File: src/rtl/bcs_pkg.sv
package bcs_pkg;

  localparam logic [2:0] BL_ONE   = 3'b000;
  localparam logic [2:0] BL_TWO   = 3'b001;
  localparam logic [2:0] BL_FOUR  = 3'b010;
  localparam logic [2:0] BL_EIGHT = 3'b011;
  localparam logic [2:0] BL_PAGE  = 3'b111;

  // bit positions inside the mode word
  localparam int unsigned MW_LEN_LSB = 0;
  localparam int unsigned MW_TYPE    = 3;
  localparam int unsigned MW_WSINGLE = 9;
  localparam int unsigned MW_SELECT  = 11;

  typedef struct packed {
    logic [2:0] bl_code;
    logic       ilv;
    logic       wr_single;
  } mode_t;

endpackage

File: src/rtl/bcs_mode_reg.sv
module bcs_mode_reg
  import bcs_pkg::*;
#(
  parameter int unsigned MODE_W = 12
) (
  input  logic              clk,
  input  logic              rst_n,
  input  logic              load,
  input  logic [MODE_W-1:0] word,
  output mode_t             mode_q
);

  mode_t mode_d;
  logic  mode_en;

  always_comb begin
    mode_en           = load && !word[MW_SELECT];
    mode_d.bl_code    = word[MW_LEN_LSB +: 3];
    mode_d.ilv        = word[MW_TYPE];
    mode_d.wr_single  = word[MW_WSINGLE];
  end

  always_ff @(posedge clk or negedge rst_n) begin
    if (!rst_n) begin
      mode_q <= '{bl_code: BL_ONE, ilv: 1'b0, wr_single: 1'b0};
    end else if (mode_en) begin
      mode_q <= mode_d;
    end
  end

  assert_select_bit_ignored_R1: assert property (@(posedge clk) disable iff (!rst_n)
    (load && word[MW_SELECT]) |=> $stable(mode_q));

endmodule

File: src/rtl/bcs_burst_decode.sv
module bcs_burst_decode
  import bcs_pkg::*;
#(
  parameter int unsigned COL_W = 8
) (
  input  mode_t            mode,
  input  logic             is_write,
  output logic [COL_W-1:0] lenm1,
  output logic [COL_W-1:0] mask,
  output logic             ilv,
  output logic             bad
);

  logic [COL_W-1:0] prog_lenm1;
  logic             prog_bad;

  always_comb begin
    prog_bad   = 1'b0;
    prog_lenm1 = '0;
    unique case (mode.bl_code)
      BL_ONE:   prog_lenm1 = '0;
      BL_TWO:   prog_lenm1 = COL_W'(1);
      BL_FOUR:  prog_lenm1 = COL_W'(3);
      BL_EIGHT: prog_lenm1 = COL_W'(7);
      BL_PAGE:  begin
        prog_lenm1 = '1;
        prog_bad   = mode.ilv;
      end
      default:  prog_bad = 1'b1;
    endcase
  end

  always_comb begin
    bad   = prog_bad;
    lenm1 = (is_write && mode.wr_single) ? '0 : prog_lenm1;
    mask  = lenm1;
    ilv   = mode.ilv && (lenm1 != '0);
  end

endmodule

File: src/rtl/bcs_col_gen.sv
module bcs_col_gen #(
  parameter int unsigned COL_W = 8
) (
  input  logic [COL_W-1:0] base,
  input  logic [COL_W-1:0] idx,
  input  logic [COL_W-1:0] mask,
  input  logic             ilv,
  output logic [COL_W-1:0] col
);

  logic [COL_W-1:0] seq_val;
  logic [COL_W-1:0] ilv_val;

  always_comb begin
    seq_val = base + idx;
    ilv_val = base ^ idx;
  end

  for (genvar g = 0; g < COL_W; g++) begin : g_bit
    always_comb begin
      if (mask[g]) begin
        col[g] = ilv ? ilv_val[g] : seq_val[g];
      end else begin
        col[g] = base[g];
      end
    end
  end

endmodule

File: src/rtl/burst_col_seq.sv
module burst_col_seq
  import bcs_pkg::*;
#(
  parameter int unsigned COL_W  = 8,
  parameter int unsigned MODE_W = 12
) (
  input  logic              clk,
  input  logic              rst_n,
  input  logic              mode_load,
  input  logic [MODE_W-1:0] mode_word,
  input  logic              cmd_valid,
  input  logic              cmd_write,
  input  logic [COL_W-1:0]  cmd_col,
  output logic [COL_W-1:0]  col_out,
  output logic              col_valid,
  output logic              col_last,
  output logic              cfg_err
);

  localparam logic [COL_W-1:0] IDX_ONE = COL_W'(1);

  // reset: asserted asynchronously, released on a clock edge
  logic rst_meta_n, rst_sync_n;

  always_ff @(posedge clk or negedge rst_n) begin
    if (!rst_n) begin
      rst_meta_n <= 1'b0;
      rst_sync_n <= 1'b0;
    end else begin
      rst_meta_n <= 1'b1;
      rst_sync_n <= rst_meta_n;
    end
  end

  mode_t            mode_q;
  logic [COL_W-1:0] dec_lenm1, dec_mask;
  logic             dec_ilv, dec_bad;

  bcs_mode_reg #(.MODE_W(MODE_W)) i_mode (
    .clk    (clk),
    .rst_n  (rst_sync_n),
    .load   (mode_load),
    .word   (mode_word),
    .mode_q (mode_q)
  );

  bcs_burst_decode #(.COL_W(COL_W)) i_dec (
    .mode     (mode_q),
    .is_write (cmd_write),
    .lenm1    (dec_lenm1),
    .mask     (dec_mask),
    .ilv      (dec_ilv),
    .bad      (dec_bad)
  );

  // burst state
  logic [COL_W-1:0] base_q, idx_q, lenm1_q, mask_q, col_q;
  logic             ilv_q, valid_q, last_q, err_q;

  logic [COL_W-1:0] base_d, idx_d, lenm1_d, mask_d, col_d;
  logic             ilv_d, valid_d, last_d, err_d;
  logic             start_en, step_en, pos_en;
  logic [COL_W-1:0] idx_step, col_step;

  assign idx_step = idx_q + IDX_ONE;

  bcs_col_gen #(.COL_W(COL_W)) i_gen (
    .base (base_q),
    .idx  (idx_step),
    .mask (mask_q),
    .ilv  (ilv_q),
    .col  (col_step)
  );

  // next-state
  always_comb begin
    start_en = cmd_valid && !dec_bad;
    step_en  = !cmd_valid && valid_q && !last_q;
    pos_en   = start_en || step_en;

    base_d  = cmd_col;
    lenm1_d = dec_lenm1;
    mask_d  = dec_mask;
    ilv_d   = dec_ilv;

    idx_d   = idx_q;
    col_d   = col_q;
    valid_d = 1'b0;
    last_d  = 1'b0;
    err_d   = cmd_valid && dec_bad;

    if (start_en) begin
      idx_d   = '0;
      col_d   = cmd_col;
      valid_d = 1'b1;
      last_d  = (dec_lenm1 == '0);
    end else if (step_en) begin
      idx_d   = idx_step;
      col_d   = col_step;
      valid_d = 1'b1;
      last_d  = (idx_step == lenm1_q);
    end
  end

  // registers
  always_ff @(posedge clk or negedge rst_sync_n) begin
    if (!rst_sync_n) begin
      valid_q <= 1'b0;
      last_q  <= 1'b0;
      err_q   <= 1'b0;
    end else begin
      valid_q <= valid_d;
      last_q  <= last_d;
      err_q   <= err_d;
    end
  end

  always_ff @(posedge clk or negedge rst_sync_n) begin
    if (!rst_sync_n) begin
      base_q  <= '0;
      lenm1_q <= '0;
      mask_q  <= '0;
      ilv_q   <= 1'b0;
    end else if (start_en) begin
      base_q  <= base_d;
      lenm1_q <= lenm1_d;
      mask_q  <= mask_d;
      ilv_q   <= ilv_d;
    end
  end

  always_ff @(posedge clk or negedge rst_sync_n) begin
    if (!rst_sync_n) begin
      idx_q <= '0;
      col_q <= '0;
    end else if (pos_en) begin
      idx_q <= idx_d;
      col_q <= col_d;
    end
  end

  assign col_out   = col_q;
  assign col_valid = valid_q;
  assign col_last  = last_q;
  assign cfg_err   = err_q;

  // checks next to the sequencing logic
  assert_first_col_R3: assert property (@(posedge clk) disable iff (!rst_sync_n)
    (cmd_valid && !dec_bad) |=> (col_valid && (col_out == $past(cmd_col))));

  assert_end_after_last_R3: assert property (@(posedge clk) disable iff (!rst_sync_n)
    (col_last && !cmd_valid) |=> !col_valid);

  assert_block_kept_R5: assert property (@(posedge clk) disable iff (!rst_sync_n)
    (col_valid && !col_last && !cmd_valid)
      |=> ((col_out & ~mask_q) == ($past(col_out) & ~mask_q)));

  assert_page_step_R7: assert property (@(posedge clk) disable iff (!rst_sync_n)
    (col_valid && !col_last && !cmd_valid && !ilv_q && (mask_q == '1))
      |=> (col_out == COL_W'($past(col_out) + IDX_ONE)));

  assert_err_no_valid_R10: assert property (@(posedge clk) disable iff (!rst_sync_n)
    (cmd_valid && dec_bad) |=> (cfg_err && !col_valid));

  assert_restart_R11: assert property (@(posedge clk) disable iff (!rst_sync_n)
    (col_valid && !col_last && cmd_valid && !dec_bad) |=> (col_out == $past(cmd_col)));

  assert_last_in_burst_R12: assert property (@(posedge clk) disable iff (!rst_sync_n)
    col_last |-> col_valid);

endmodule

File: config.mk
export PLATFORM = sky130hd
export DESIGN_NAME = burst_col_seq
export DESIGN_NICKNAME = d
export VERILOG_FILES = /design/src/rtl/bcs_pkg.sv /design/src/rtl/bcs_mode_reg.sv /design/src/rtl/bcs_burst_decode.sv /design/src/rtl/bcs_col_gen.sv /design/src/rtl/burst_col_seq.sv
export SDC_FILE = /design/constraint.sdc
export NUM_CORES = 1
export LEC_CHECK = 0
export BUFFER_PORTS_ARGS = -buffer_cell sky130_fd_sc_hd__buf_2
export CORE_MARGIN = 10
export CORE_UTILIZATION = 30
export CTS_BUF_LIST = sky130_fd_sc_hd__clkbuf_8
export DETAILED_ROUTE_END_ITERATION = 10
export HOLD_SLACK_MARGIN = 0.1
export PLACE_DENSITY = 0.5
export SLEW_MARGIN = 15
export SYNTH_ARGS = -nofsm -noshare
export SYNTH_HDL_FRONTEND = slang
export SYNTH_SLANG_ARGS = --single-unit
File: constraint.sdc
create_clock -name clk -period 1.5 [get_ports clk]
set_input_delay 0.075 -clock clk [delete_from_list [all_inputs] [get_ports clk]]
set_output_delay 0.075 -clock clk [all_outputs]
set_load 0.1 [all_outputs]
==> flow_metrics.py, run 1 <==
metrics = {
    "status": {
        "outcome": "complete, but fails checks",
        "violations": "negative setup slack",
    },
    "timing": {
        "fmax_mhz": 439,
        "period_minus_slack_ns": 2.28,
        "fin_skew_ns": 0.0100,
        "fin_ws_ns": -0.780,
        "fin_tns_setup_ns": -4.39,
        "hold_violations": 0,
        "timing.final.crit_share_pct": 152,
        "finalSetupViolCount": 9,
        "rsz0062_at_grt": "yes",
        "slew_violations": 0,
    },
    "logic_synthesis": {
        "yosys_most_used_dff": "dfrtp_1",
        "yosysWarnings": 0,
        "synthesis.instances": 240,
        "synth_edf_count": 0,
        "synth_fp_nets": 276,
        "yosysSeqAreaShare_pct": 44.1,
        "ys_ff_latch": 39,
        "synthesis.area_um2": 2210,
        "avgSynthCellArea_um2": 9.22,
        "synth.distinct_cells": 44,
        "async_flop_share_pct": 100,
    },
    "place": {
        "dpl.hpwl_um": 4310,
        "post-place-ws_ns": -0.831,
        "place_inst": 400,
        "gp_congestion": 0.783,
        "place_area_um2": 2840,
        "portBuffers": 29,
    },
    "clock_tree": {
        "cts.sinks": 39,
        "cts.reportedPaths.clkPinSlew_ns": 0.09,
        "cts-root-buf": "clkbuf_8",
        "tritoncts": "done",
        "clock_path_buffers": 2,
        "clock_latency_ns": 0.30,
        "h-tree-depth": 2,
        "cts_buffers": 5,
    },
    "global_routing": {
        "grt_pass1_vias": 2063,
        "grt_first_pass_wirelength_um": 9890,
        "grt_overflow_total": 0,
        "grt_max_degree": 22,
        "grt.total_usage_pct": 10.9,
        "antenna_found_initial": 0,
    },
    "routing": {
        "vias_per_cell": 4.57,
        "dr_wl_met3_um": 153,
        "antenna_left": 0,
        "wl_um": 6090,
        "highest_layer": "met4",
        "drc": 0,
        "wl_met1_um": 2820,
        "drtIter0Drc": 75,
        "firstDrtPassIters": 4,
        "num_vias": 1998,
        "wl_per_cell_um": 13.9,
        "wl_met2_um": 3050,
    },
    "power": {
        "p_leak_nw": 1.59,
        "switchingPower_mw": 2.13,
        "swShare_pct": 44.0,
        "p_int_mw": 2.71,
        "pwr-share-comb_pct": 50.7,
        "clkPwrFrac_pct": 18.7,
        "powerDensity_nw_per_um2": 1420,
        "sequentialPowerShare_pct": 30.6,
        "ir_drop_v": 0.000657,
    },
    "setup_path": {
        "path_delay_family": "adder cells",
        "path_cells": "ha_4 -> and3_4 -> nand3_2 -> xnor2_2 -> ha_1 -> a21oi_1 -> nor2_1 -> a41oi_4 -> xor2_2 -> mux2i_1 -> o21ai_1",
        "worst_r2r_startpoint": "idx_q[1]$_DFFE_PN0P_",
        "worstPathRequired_ns": 1.68,
        "startpoint_type": "flop",
        "cpPeakStageDelay_ns": 0.41,
        "critPathSlowestCell": "dfrtp_1",
        "critPathMaxFanout": 3,
        "cp.arrival_ns": 2.46,
        "cp-end-kind": "flop",
        "critPathKind": "flop to flop",
        "crit_start": "idx_q[1]$_DFFE_PN0P_",
        "critical_path_buf_inv_count": 0,
    },
    "finish": {
        "area_growth_pct": 54.5,
        "multi_input_area_um2": 1380,
        "regArea_um2": 986,
        "drive_gt1_share_pct": 43.2,
        "fin_cells": 437,
        "final_cell_area_um2": 3420,
        "nFillCells": 722,
        "num_antenna_cells": 0,
        "nNetsFinal": 373,
    },
    "die": {
        "start_util_pct": 30.7,
        "pin_count": 36,
        "fp-row-count": 31,
        "dieHeight_um": 106,
        "die_width_um": 106,
        "dieArea_um2": 11200,
        "core_um2": 7210,
    },
    "flow_run": {
        "maxCapViolations": 0,
    },
    "hold_path": {
        "hold_start": "cmd_write",
        "min_path_type": "primary input to flop",
    },
}
[cell usage in the layout (no fill, tap or decap), drive strengths merged, types with 2 or more instances in the layout]
master / instances
ha: 10
a21o: 2
dlygate4sd3: 16
and3: 4
inv: 9
buf: 87
a21oi: 13
nand3: 10
xnor2: 8
clkbuf: 5
clkinv: 2
o31ai: 3
a211oi: 4
nor2b: 2
mux2i: 3
nor2: 18
xor2: 8
dfrtp: 39
nand4: 3
mux2: 4
o21ai: 24
nand2: 47
nor3b: 2
[power groups by stage]
stage | clock network [mW] | logic [mW] | registers (mW)
2_1_floorplan | 0 | 0.858 | 2.17
3_3_place_gp | 0 | 2.18 | 1.49
3_5_place_dp | 0 | 2.19 | 1.49
4_1_cts | 0.932 | 2.32 | 1.47
5_1_grt | 0.976 | 2.66 | 1.52
6_report | 0.905 | 2.46 | 1.48
[tightest hold or removal path, stage by stage]
cell	delay (ns)
buf_2	0.07
nand2_1	0.07
o2111ai_1	0.10
nand2_1	0.05
[logic make-up after synthesis]
kind of cell	Yosys count	share of synthesized area [%]
other	1	0.170
buffers and inverters	22	4.98
xor gates and xnor gates	16	6.67
adders and majority gates	11	6.56
DFF	39	44.1
muxes	7	3.39
AOI/OAI and AO/OA	55	15.6
and+or+nand+nor	89	18.5
[registers in the layout, indices dropped and copies added, names as in the netlist]
name           count
base_q             8
idx_q              8
rst_meta_n         1
mask_q             4
col_valid          1
col_out            8
col_last           1
i_mode.mode_q      5
rst_sync_n         1
ilv_q              1
cfg_err            1
[final cells by class]
class / instances / share of cell area (%)
tap: 99 / 3.62
clock inverter: 3 / 1.28
timing repair buffer: 103 / 22.8
sequential: 39 / 28.8
inverter: 9 / 1.06
multi-input combinational: 179 / 40.3
clock buffer: 5 / 2.01
[cell usage after synthesis, drive strengths merged, types with 4 or more instances]
library cell | instances | area (um2)
and3 | 4 | 30.0
mux2 | 4 | 45.0
inv | 9 | 33.8
buf | 5 | 42.5
a21oi | 13 | 65.1
xor2 | 8 | 77.6
dfrtp | 39 | 976
a211oi | 4 | 30.0
clkbuf | 8 | 33.8
xnor2 | 8 | 70.1
nand2 | 47 | 176
nor2 | 18 | 75.1
ha | 10 | 125
o21ai | 24 | 120
nand3 | 10 | 62.6
[per-layer routing]
layer | vias to the layer above | global-route usage, %
li1 | 1011 | -
met1 | 960 | 12.6
met2 | 21 | 19.1
met3 | 6 | 2.68
met4 | 0 | 3.48
met5 | - | 0
[worst paths after layout]
kind,slack (ns),end,cells after the start
worst max-delay path,-0.78,col_out[7]$_DFFE_PN0P_,11
worst min-delay path,0.11,mask_q[1]$_DFFE_PN0P_,4
worst max register to register,-0.78,col_out[7]$_DFFE_PN0P_,11
worst min register to register,0.23,col_valid$_DFF_PN0_,1
max in group asynchronous,0.77,rst_sync_n$_DFF_PN0_,3
min in group asynchronous,0.23,col_valid$_DFF_PN0_,1
[per-stage QoR]
stage | power (mW) | hold slack (ns) | utilization, %
after detailed placement | 3.68 | -0.138 | 39.3
after CTS | 4.72 | 0.107 | 44.8
after global routing | 5.15 | 0.136 | 47.4
final | 4.84 | 0.113 | 47.4
after global placement | 3.67 | -0.139 | 39.3
after floorplan | 3.03 | -0.221 | -
[what timing repair did]
action	in CTS	in global routing
hold buffers	16	0
resized for setup	10	30
gates cloned	0	0
endpoints found under the hold margin	22	0
buffers inserted	8	5
pin swaps	12	15
setup endpoints to repair	8	12
Power figures use the tool's default switching activity.
==> run 2, diff against run 1 <==
--- a/config.mk
+++ b/config.mk
@@ -6,6 +6,7 @@
 export NUM_CORES = 1
 export LEC_CHECK = 0
 export BUFFER_PORTS_ARGS = -buffer_cell sky130_fd_sc_hd__buf_2
+export CORE_ASPECT_RATIO = 0.9
 export CORE_MARGIN = 10
 export CORE_UTILIZATION = 30
 export CTS_BUF_LIST = sky130_fd_sc_hd__clkbuf_8
@@ -16,3 +17,4 @@
 export SYNTH_ARGS = -nofsm -noshare
 export SYNTH_HDL_FRONTEND = slang
 export SYNTH_SLANG_ARGS = --single-unit
+export TNS_END_PERCENT = 20
==> run 2 against run 1 <==
The run still ends with negative setup slack left; die area is essentially flat; global-route usage shrank 0.31 points; critical path depth shrank 1; non-clock buffer count shrank 12; wire length shrank 6.2%; total power shrank 7.9%.
==> flow_metrics.py, run 2 (synthesized netlist as in run 1, its figures left out) <==
metrics = {
    "status": {
        "outcome": "complete, but fails checks",
        "violations": "negative setup slack",
    },
    "finish": {
        "final_cell_area_um2": 3200,
        "fin_cells": 419,
        "area_growth_pct": 44.5,
        "mostFrequentLayoutCells": "nand2_1, buf_4, dfrtp_1",
        "drive_gt1_share_pct": 36.8,
        "nNetsFinal": 361,
        "layout_commonest_cell": "nand2_1",
        "num_antenna_cells": 0,
    },
    "die": {
        "fp-row-count": 29,
        "core_um2": 7110,
        "dieHeight_um": 101,
        "die_width_um": 111,
        "start_util_pct": 31.1,
        "pin_count": 36,
        "dieArea_um2": 11200,
    },
    "setup_path": {
        "startpoint_type": "flop",
        "cp.arrival_ns": 2.41,
        "critPathKind": "flop to flop",
        "crit_start": "idx_q[1]$_DFFE_PN0P_",
        "cp-end-kind": "flop",
        "ff2ff_setup_slack_ns": -0.73,
        "crit_end": "col_out[7]$_DFFE_PN0P_",
        "worst_r2r_startpoint": "idx_q[1]$_DFFE_PN0P_",
        "critPathMaxFanout": 4,
        "r2r_end": "col_out[7]$_DFFE_PN0P_",
        "r2r_cells": 10,
        "worstPathRequired_ns": 1.67,
    },
    "power": {
        "p_int_mw": 2.41,
        "sequentialPowerShare_pct": 33.4,
        "powerDensity_nw_per_um2": 1400,
        "switchingPower_mw": 2.05,
        "ir_drop_v": 0.000682,
        "swShare_pct": 45.9,
        "p_leak_nw": 1.51,
        "clkPwrFrac_pct": 16.2,
        "pwr-share-comb_pct": 50.4,
    },
    "timing": {
        "fin_skew_ns": 0.00447,
        "finalSetupViolCount": 8,
        "fmax_mhz": 448,
        "holdWs_ns": 0.121,
        "slew_violations": 0,
        "period_minus_slack_ns": 2.23,
        "fin_ws_ns": -0.734,
        "rsz0062_at_grt": "yes",
        "timing.final.crit_share_pct": 149,
        "hold_violations": 0,
    },
    "place": {
        "gp_congestion": 0.806,
        "dpl.hpwl_um": 4260,
        "place_inst": 392,
        "portBuffers": 29,
        "post-place-ws_ns": -0.855,
        "place_area_um2": 2800,
    },
    "clock_tree": {
        "cts-root-buf": "clkbuf_8",
        "h-tree-depth": 2,
        "tritoncts": "done",
        "clock_latency_ns": 0.29,
        "clock_path_buffers": 2,
        "cts.sinks": 39,
        "cts.reportedPaths.clkPinSlew_ns": 0.08,
        "cts_buffers": 5,
    },
    "routing": {
        "firstDrtPassIters": 4,
        "antenna_left": 0,
        "drc": 0,
        "wl_um": 5720,
        "wl_per_cell_um": 13.6,
        "num_vias": 1915,
        "vias_per_cell": 4.57,
        "drtIter0Drc": 35,
    },
    "global_routing": {
        "grt_pass1_vias": 2075,
        "antenna_found_initial": 0,
        "grt_first_pass_wirelength_um": 9870,
        "grt_max_degree": 24,
        "grt.total_usage_pct": 10.6,
        "grt_overflow_total": 0,
    },
    "hold_path": {
        "min_path_type": "primary input to flop",
    },
    "flow_run": {
        "maxCapViolations": 0,
    },
}
-- run 2: what timing repair did --
action	CTS	global route
hold buffers	16	0
setup buffers	1	2
pin swaps	10	14
setup endpoints to repair	8	13
resized for setup	7	17
endpoints found under the hold margin	22	0
-- run 2: worst min path at each step --
stage	slack (ns)	depth (start not counted)	endpoint	startpoint
2_1_floorplan	-0.22	0	rst_meta_n$_DFF_PN0_	rst_n
3_3_place_gp	-0.14	1	rst_meta_n$_DFF_PN0_	rst_n
3_5_place_dp	-0.14	1	rst_meta_n$_DFF_PN0_	rst_n
4_1_cts	0.11	4	mask_q[1]$_DFFE_PN0P_	cmd_write
5_1_grt	0.16	4	mask_q[1]$_DFFE_PN0P_	cmd_write
6_report	0.12	4	mask_q[1]$_DFFE_PN0P_	cmd_write
-- run 2: per-stage QoR --
| step | TNS [ns] | total power [mW] | util (%) |
|---|---|---|---|
| floorplan | -6.40 | 3.01 | - |
| global placement | -4.83 | 3.64 | 39.3 |
| detailed placement | -5.04 | 3.65 | 39.3 |
| CTS | -4.74 | 4.44 | 43.4 |
| global route | -5.62 | 4.78 | 44.9 |
| finish | -4.48 | 4.46 | 44.9 |
-- run 2: power groups by stage --
| stage | Sequential, mW | Clock [mW] | Combinational [mW] |
|---|---|---|---|
| after CTS | 1.48 | 0.755 | 2.20 |
| after detailed placement | 1.50 | 0 | 2.15 |
| after global placement | 1.49 | 0 | 2.14 |
| after floorplan | 2.16 | 0 | 0.846 |
| final | 1.49 | 0.722 | 2.25 |
| after global routing | 1.53 | 0.796 | 2.46 |
-- run 2: final cells by class --
type | instances | area (um2)
fillers | 741 | 3920
multi-input cells | 179 | 1300
flip-flops and latches | 39 | 980
repair buffers | 91 | 679
well taps | 93 | 116
clock buffers | 5 | 68.8
inverters | 9 | 33.8
clock inverters | 3 | 20.0
-- run 2: worst max-delay path: stages (launching register included) --
cell     delay [ns]
dfrtp_2        0.41
ha_4           0.16
and3_4         0.19
nand3_4        0.07
xnor2_2        0.14
buf_4          0.14
ha_1           0.32
a41oi_4        0.25
xor2_2         0.17
mux2i_1        0.20
o21ai_1        0.07
-- run 2: layer usage --
metal  part of all wire, %  up-vias  global-route usage, %
li1                      -      982                      -
met1                    47      905                   12.8
met2                    49       24                   18.3
met3                   3.2        4                   2.54
met4                  0.73        0                   3.10
met5                     0        -                      0
==> run 3, diff against run 2 <==
--- a/config.mk
+++ b/config.mk
@@ -5,6 +5,7 @@
 export SDC_FILE = /design/constraint.sdc
 export NUM_CORES = 1
 export LEC_CHECK = 0
+export ABC_AREA = 1
 export BUFFER_PORTS_ARGS = -buffer_cell sky130_fd_sc_hd__buf_2
 export CORE_ASPECT_RATIO = 0.9
 export CORE_MARGIN = 10
==> run 3 against run 2 <==
The run still ends with negative setup slack left; clock skew rose by 0.0013 ns; clock-buffer cell count did not move; flip-flop and latch count did not move; die area rose by 0.87%; sequential power barely moved; total power rose by 12%; sequential share of layout area fell by 0.11 points; maximum frequency rose by 1.7%; utilization fell by 0.18 points.
==> flow_metrics.py, run 3 <==
metrics = {
    "timing": {
        "slew_violations": 0,
        "fin_skew_ns": 0.00576,
        "fmax_mhz": 455,
        "rsz0062_at_grt": "yes",
        "period_minus_slack_ns": 2.20,
        "fin_ws_ns": -0.696,
        "finalSetupViolCount": 8,
        "timing.final.crit_share_pct": 146,
        "hold_violations": 0,
    },
    "die": {
        "die_width_um": 111,
        "dieArea_um2": 11300,
        "core_um2": 7150,
        "pin_count": 36,
        "start_util_pct": 31.3,
        "fp-row-count": 29,
        "dieHeight_um": 102,
    },
    "setup_path": {
        "startpoint_type": "flop",
        "critPathMaxFanout": 2,
        "worstPathRequired_ns": 1.71,
        "cp_common_cell": "nand2_1",
        "path_cells": "ha_2 -> nand3_4 -> nor2_4 -> nand2_2 -> xor2_2 -> inv_2 -> ha_4 -> nand2_1 -> nor2_1 -> nand3_1 -> nand2_1 -> nand2_1 -> nand2_2 -> nand3_1 -> nand2_1 -> nand3_1 -> nand2_1 -> inv_1",
        "cp-end-kind": "flop",
        "critPathSlowestCell": "dfrtp_1",
        "cp.arrival_ns": 2.40,
        "cpPeakStageDelay_ns": 0.36,
        "critPathKind": "flop to flop",
        "r2r_cells": 18,
    },
    "global_routing": {
        "grt.total_usage_pct": 11.0,
        "antenna_found_initial": 0,
        "grt_first_pass_wirelength_um": 10200,
        "grt_pass1_vias": 2093,
        "grt_max_degree": 38,
        "grt_overflow_total": 0,
    },
    "logic_synthesis": {
        "yosysTopAreaCell": "dfrtp_1",
        "ys_ff_latch": 39,
        "yosysWarnings": 0,
        "yosys-top-cells-area": "dfrtp_1, nand2_1, inv_1",
        "yosysTopAreaCellShare_pct": 43.6,
        "synthesis.area_um2": 2240,
        "yosys_most_used_dff": "dfrtp_1",
        "synthesis.instances": 277,
        "yosysMostFrequentCell": "nand2_1",
        "avgSynthCellArea_um2": 8.07,
        "yosysSeqAreaShare_pct": 43.6,
        "async_flop_share_pct": 100,
        "synth_edf_count": 0,
        "synth_fp_nets": 313,
        "synth.distinct_cells": 31,
        "synth_commonest_cells": "nand2_1, dfrtp_1, inv_1",
    },
    "clock_tree": {
        "clock_path_buffers": 2,
        "cts-root-buf": "clkbuf_8",
        "h-tree-depth": 2,
        "cts.sinks": 39,
        "tritoncts": "done",
        "cts.reportedPaths.clkPinSlew_ns": 0.08,
        "cts_buffers": 5,
        "clock_latency_ns": 0.30,
    },
    "routing": {
        "drc": 0,
        "wl_um": 5970,
        "antenna_left": 0,
        "firstDrtPassIters": 4,
        "vias_per_cell": 4.45,
        "num_vias": 2070,
        "drtIter0Drc": 70,
        "wl_per_cell_um": 12.8,
    },
    "place": {
        "gp_congestion": 0.861,
        "place_area_um2": 2830,
        "portBuffers": 29,
        "dpl.hpwl_um": 4540,
        "place_inst": 438,
    },
    "finish": {
        "nFillCells": 708,
        "layout_commonest_cell": "nand2_1",
        "area_growth_pct": 43.1,
        "final_cell_area_um2": 3200,
        "fin_cells": 465,
        "drive_gt1_share_pct": 32.3,
        "num_antenna_cells": 0,
        "nNetsFinal": 408,
        "mostFrequentLayoutCells": "nand2_1, buf_4, dfrtp_1",
    },
    "hold_path": {
        "whs_path_depth": 4,
        "min_path_type": "primary input to flop",
    },
    "power": {
        "ir_drop_v": 0.000810,
        "p_total_mw": 4.99,
        "p_leak_nw": 1.60,
        "powerDensity_nw_per_um2": 1560,
    },
    "status": {
        "outcome": "complete, but fails checks",
        "violations": "negative setup slack",
    },
    "flow_run": {
        "maxCapViolations": 0,
    },
}
-- run 3: kinds of logic after synthesis --
group           count (synthesis)  share of synthesized area, %
simple gates                  123                          23.6
buf+inv                        45                          8.34
compound gates                 44                          11.3
flops                          39                          43.6
fa+ha+maj                      12                          6.94
xor+xnor                       10                          4.53
mux                             3                          1.51
other cells                     1                         0.168
-- run 3: worst max-delay path, delay by kind of cell (launching register included) --
family | cells | cell delay (ns)
simple gates | 13 | 0.96
fa+ha+maj | 2 | 0.48
flops | 1 | 0.36
xor+xnor | 1 | 0.16
buf+inv | 2 | 0.12
-- run 3: cell type report --
type	count	area, um2	share of cell area (%)
Tap cell	93	116	3.64
Inverter	40	150	4.69
Clock inverter	2	37.5	1.17
Sequential cell	39	977	30.5
Multi-Input combinational cell	193	1170	36.6
Timing Repair Buffer	93	678	21.2
Clock buffer	5	68.8	2.15
-- run 3: through the flow --
stage	setup TNS [ns]	util (%)	hold slack [ns]	setup WS, ns
2_1_floorplan	-6.18	-	-0.221	-0.624
3_3_place_gp	-3.74	39.5	-0.140	-0.689
3_5_place_dp	-3.96	39.5	-0.139	-0.724
4_1_cts	-4.40	43.8	0.166	-0.729
5_1_grt	-5.84	44.8	0.241	-0.945
6_report	-4.26	44.8	0.159	-0.696
-- run 3: worst paths after layout --
| kind | end | startpoint | slack [ns] |
|---|---|---|---|
| worst max-delay path | col_out[7]$_DFFE_PN0P_ | idx_q[0]$_DFFE_PN0P_ | -0.70 |
| worst min-delay path | mask_q[1]$_DFFE_PN0P_ | cmd_write | 0.16 |
| worst max register to register | col_out[7]$_DFFE_PN0P_ | idx_q[0]$_DFFE_PN0P_ | -0.70 |
| worst min register to register | base_q[0]$_DFFE_PN0P_ | rst_sync_n$_DFF_PN0_ | 0.30 |
| max in group asynchronous | rst_sync_n$_DFF_PN0_ | rst_n | 0.78 |
| min in group asynchronous | base_q[0]$_DFFE_PN0P_ | rst_sync_n$_DFF_PN0_ | 0.30 |
-- run 3: report_power, final --
| part | internal, mW | switching (mW) |
|---|---|---|
| Sequential | 1.31 | 0.182 |
| Combinational | 0.851 | 1.75 |
| Clock | 0.487 | 0.410 |
| Total | 2.65 | 2.34 |
-- run 3: repair_timing --
action	4_1_cts	5_1_grt
endpoints found under the setup margin	8	10
buffers inserted	3	1
endpoints found under the hold margin	20	0
resized for setup	5	16
hold buffers	16	0
pin swaps	2	5
-- run 3: per-layer routing --
metal / GRT usage, % / vias to the layer above / routed length (um)
met3: 2.87 / 12 / 260
met2: 17.8 / 40 / 2720
met4: 4.00 / 0 / 121
met5: 0 / - / 0
li1: - / 1089 / -
met1: 13.9 / 929 / 2880
